### src/rtl/la_pkg.sv
package la_pkg;
  // Span of one lookahead unit; both tiers use the same span.
  parameter int unsigned LA_SPAN = 4;
  localparam int unsigned LA_TIERS_W = LA_SPAN * LA_SPAN;

  typedef logic [LA_SPAN-1:0] span_t;
  typedef logic [LA_SPAN:0]   span_c_t;

  // Flattened sum-of-products carries: c[k+1] = g[k] | p[k]g[k-1] | ... | p[k..0]cin
  function automatic span_c_t span_carries(span_t g, span_t p, logic cin);
    span_c_t c;
    c    = '0;
    c[0] = cin;
    for (int k = 0; k < int'(LA_SPAN); k++) begin
      logic acc;
      acc = 1'b0;
      for (int j = 0; j <= k; j++) begin
        logic term;
        term = g[j];
        for (int m = j + 1; m <= k; m++) term = term & p[m];
        acc = acc | term;
      end
      begin
        logic tail;
        tail = cin;
        for (int m = 0; m <= k; m++) tail = tail & p[m];
        acc = acc | tail;
      end
      c[k+1] = acc;
    end
    return c;
  endfunction

  function automatic logic span_gen(span_t g, span_t p);
    span_c_t c;
    c = span_carries(g, p, 1'b0);
    return c[LA_SPAN];
  endfunction

  function automatic logic span_prop(span_t p);
    return &p;
  endfunction
endpackage

### src/rtl/la_bit_pg.sv
module la_bit_pg #(
  parameter int unsigned WIDTH = 16
) (
  input  logic [WIDTH-1:0] a_i,
  input  logic [WIDTH-1:0] b_i,
  output logic [WIDTH-1:0] g_o,
  output logic [WIDTH-1:0] p_o
);
  for (genvar i = 0; i < int'(WIDTH); i++) begin : g_bit
    assign g_o[i] = a_i[i] & b_i[i];
    assign p_o[i] = a_i[i] ^ b_i[i];
  end

  always_comb begin
    for (int i = 0; i < int'(WIDTH); i++) begin
      assert_bit_exclusive_R3: assert (!(g_o[i] && p_o[i]))
        else $error("bit %0d both generates and propagates", i);
    end
  end
endmodule

### src/rtl/la_group.sv
module la_group
  import la_pkg::*;
(
  input  span_t g_i,
  input  span_t p_i,
  input  logic  cin_i,
  output span_t c_o,     // carries into each bit of the group, c_o[0] = cin_i
  output logic  gg_o,
  output logic  gp_o
);
  span_c_t full_c;

  assign full_c = span_carries(g_i, p_i, cin_i);
  assign c_o    = full_c[LA_SPAN-1:0];
  assign gg_o   = span_gen(g_i, p_i);
  assign gp_o   = span_prop(p_i);

  always_comb begin
    for (int k = 0; k < int'(LA_SPAN); k++) begin
      assert_group_step_R6: assert (full_c[k+1] == (g_i[k] | (p_i[k] & full_c[k])))
        else $error("group carry %0d breaks one-step relation", k + 1);
    end
    assert_group_excl_R7: assert (!(gg_o && gp_o))
      else $error("group generate and propagate both set");
    assert_group_out_R7: assert (full_c[LA_SPAN] == (gg_o | (gp_o & cin_i)))
      else $error("group G/P disagree with group carry-out");
  end
endmodule

### src/rtl/la_tier2.sv
module la_tier2
  import la_pkg::*;
(
  input  span_t   gg_i,
  input  span_t   gp_i,
  input  logic    cin_i,
  output span_c_t gc_o     // gc_o[j] = carry into group j, gc_o[LA_SPAN] = carry-out
);
  assign gc_o = span_carries(gg_i, gp_i, cin_i);

  always_comb begin
    for (int j = 0; j < int'(LA_SPAN); j++) begin
      assert_tier_step_R5: assert (gc_o[j+1] == (gg_i[j] | (gp_i[j] & gc_o[j])))
        else $error("group carry %0d breaks second-tier relation", j + 1);
    end
  end
endmodule

### src/rtl/lookahead_adder.sv
module lookahead_adder
  import la_pkg::*;
(
  input  logic [15:0] a_i,
  input  logic [15:0] b_i,
  input  logic        c_i,
  output logic [15:0] sum_o,
  output logic        c_o
);
  localparam int unsigned SPAN   = LA_SPAN;
  localparam int unsigned NGRP   = LA_SPAN;
  localparam int unsigned WIDTH  = SPAN * NGRP;

  logic [WIDTH-1:0] bit_g, bit_p, bit_c;
  span_t            grp_g, grp_p;
  span_c_t          grp_c;

  la_bit_pg #(.WIDTH(WIDTH)) u_pg (
    .a_i (a_i),
    .b_i (b_i),
    .g_o (bit_g),
    .p_o (bit_p)
  );

  for (genvar j = 0; j < int'(NGRP); j++) begin : g_grp
    la_group u_grp (
      .g_i   (bit_g[j*SPAN +: SPAN]),
      .p_i   (bit_p[j*SPAN +: SPAN]),
      .cin_i (grp_c[j]),
      .c_o   (bit_c[j*SPAN +: SPAN]),
      .gg_o  (grp_g[j]),
      .gp_o  (grp_p[j])
    );
  end

  la_tier2 u_tier2 (
    .gg_i  (grp_g),
    .gp_i  (grp_p),
    .cin_i (c_i),
    .gc_o  (grp_c)
  );

  assign sum_o = bit_p ^ bit_c;
  assign c_o   = grp_c[NGRP];

  always_comb begin
    assert_sum_R1: assert ({c_o, sum_o} == ({1'b0, a_i} + {1'b0, b_i} + {16'd0, c_i}))
      else $error("sum/carry disagree with arithmetic");
    assert_top_gen_R4: assert (!(a_i[15] && b_i[15]) || c_o)
      else $error("top-bit generate did not force carry-out");
    assert_all_prop_R3: assert (!(&bit_p) || (c_o == c_i))
      else $error("full propagate did not pass carry-in");
  end
endmodule

### config.mk
export PLATFORM = sky130hd
export DESIGN_NAME = lookahead_adder
export DESIGN_NICKNAME = d
export VERILOG_FILES = /design/src/rtl/la_pkg.sv /design/src/rtl/la_bit_pg.sv /design/src/rtl/la_group.sv /design/src/rtl/la_tier2.sv /design/src/rtl/lookahead_adder.sv
export SDC_FILE = /design/constraint.sdc
export NUM_CORES = 1
export LEC_CHECK = 0
export BUFFER_PORTS_ARGS = -buffer_cell sky130_fd_sc_hd__buf_4
export CELL_PAD_IN_SITES_DETAIL_PLACEMENT = 1
export CELL_PAD_IN_SITES_GLOBAL_PLACEMENT = 1
export CORE_AREA = 3 3 61 46
export DETAILED_ROUTE_END_ITERATION = 16
export DIE_AREA = 0 0 64 49
export GPL_TIMING_DRIVEN = 0
export PLACE_DENSITY = 0.93
export SLEW_MARGIN = 40
export SYNTH_ARGS = -nofsm -noshare
export SYNTH_HDL_FRONTEND = slang
export SYNTH_SLANG_ARGS = --single-unit
### constraint.sdc
create_clock -name vclk -period 5.7
set_clock_uncertainty 0.2 [all_clocks]
set_input_delay 1.14 -clock vclk [all_inputs]
set_output_delay 1.14 -clock vclk [all_outputs]
set_load 0.05 [all_outputs]
==> results.cfg <==
[placement]
io_buffers = 50
dpl.hpwl_um = 2190
dp_slack_ps = 794
placed_area_um2 = 1100
place_congestion = 0.757

[critical_path]
cp-start-kind = input port
arrival_ps = 3580
required_ps = 4360
cp_max_fo = 4
path_class = in2out
end_kind = output port

[synthesis]
syn_inst = 83
synth_nets = 140
ys_types = 22
synth.avg_cell_area_um2 = 8.29
ys_warn_count = 0
synth_area_um2 = 688
seq_area_frac_synth_pct = 0

[layout]
postLayoutCoreUtil_pct = 50.4
layout_common_cells = buf_4 (50), ha_1 (20), nor2_1 (12), o21a_1 (8)
diodes = 0
layout_commonest_cell = buf_4
register_area_um2 = 0
drive_gt1_share_pct = 39.1
finalInstanceArea_um2 = 1100
synthToLayoutAreaGrowth_pct = 60.4
nets = 192
seq_cell_count = 0
clockBufferCount = 0

[die]
fp.dieW_um = 64
fp.coreArea_um2 = 2190
initial_core_util_pct = 31.4
ioPinCount = 50
die_h_um = 49
die_area_um2 = 3140
row_count = 14

[global_routing]
grt.overflow.total = 0
grt_usage_pct = 15.1
grt_start_max_net_pins = 6
grt_pass1_vias = 860
antenna_found_initial = 0
grt_pass1_wl_um = 3930

[clock_tree]
postCtsHoldBufs = 0
cts_resized = 0
post_cts_buffers = 0

[job]
cap_violations = 0

[sta]
setup_ws_ps = 781
fin_crit_sh_pct = 86.3
period_minus_slack_ps = 4920
slew_viol_final = 0
hold_ws_ps = 2520
max_slew_margin_pct = 72.2
finalSetupViolCount = 0
report.final.hold_viol_count = 0
timing.setup.tns_ps = 0
rsz0062_at_grt = no
max_slew.worst_pin.slew_ps = 416
fmax_mhz = 203

[route]
post_drt_wl_per_cell_um = 14.2
dr.first_iter.drc_count = 12
vias_per_cell = 4.84
num_vias = 798
drtPass1Iterations = 4
wl_um = 2340
postRouteAntennaNets = 0
drc = 0

[outcome]
status = completed

[pwr]
cellPowerDensity_nw_per_um2 = 196
ir_worst_vdd_uv = 78.9
p_leak_nw = 0.566

[min_path]
hp-class = in2out
-- cells by family after synthesis --
family                     count (synthesis)  share of synthesized area, %
AOI/OAI and AO/OA                         21                          22.5
xor gates and xnor gates                   8                          10.2
adders and majority gates                 24                          48.0
buffers and inverters                      4                          2.18
and+or+nand+nor                           26                          17.1
-- critical path: stages --
cell and delay (ps):
buf_4 110, ha_1 360, a211oi_2 260, nor2_1 80
nor3_1 220, o211ai_1 240, ha_1 260, o21a_1 190
o21a_1 180, nor2_1 140, xnor2_1 160, buf_4 230
-- final timing paths --
kind	from	to	slack, ps	depth (start not counted)
worst min-delay path	b_i[12]	sum_o[12]	2520	3
worst max-delay path	a_i[9]	sum_o[15]	780	12
-- final cells by class --
| cell class | count | area (µm²) |
|---|---|---|
| Multi-Input combinational cell | 79 | 673 |
| Inverter | 4 | 15.0 |
| Timing Repair Buffer | 50 | 375 |
| Fill cell | 274 | 1090 |
| Tap cell | 32 | 40.0 |
-- metrics by stage --
| stage | instances | power (mW) |
|---|---|---|
| after floorplan | 83 | 0.149 |
| after global placement | 165 | 0.211 |
| after detailed placement | 165 | 0.218 |
| after CTS | 165 | 0.218 |
| after global routing | 165 | 0.232 |
| final | 165 | 0.217 |
-- Yosys cell counts (all sizes together) --
master,instances,share of area (%)
nor2,12,6.5
nand4,2,1.8
a211oi,2,2.9
o21a,8,8.7
xnor2,5,6.4
a21bo,1,1.5
nor3,5,3.6
xor2,3,3.8
o21bai,1,1.1
and4,1,1.3
o211ai,1,1.1
nand2,4,2.2
fa,4,12
nor4,1,0.91
inv,4,2.2
o21ai,2,1.5
a21oi,3,2.2
a221o,1,1.5
a21o,2,2.2
nand3,1,0.73
ha,20,36
-- where the power goes --
part | internal, mW | leakage [nW] | switching [mW] | total [mW]
clock | 0 | 0 | 0 | 0
combinational | 0.0769 | 0.566 | 0.140 | 0.217
sequential | 0 | 0 | 0 | 0
total | 0.0769 | 0.566 | 0.140 | 0.217
-- per-layer routing --
| layer | part of all wire, % | wire length, µm | up-vias | global-route usage, % |
|---|---|---|---|---|
| met2 | 52 | 1220 | 27 | 28.6 |
| met3 | 5.7 | 133 | 4 | 1.84 |
| li1 | - | - | 405 | - |
| met1 | 41 | 952 | 362 | 18.1 |
| met4 | 1.2 | 29 | 0 | 2.15 |
| met5 | 0 | 0 | - | 0 |
Power figures use the tool's default switching activity.
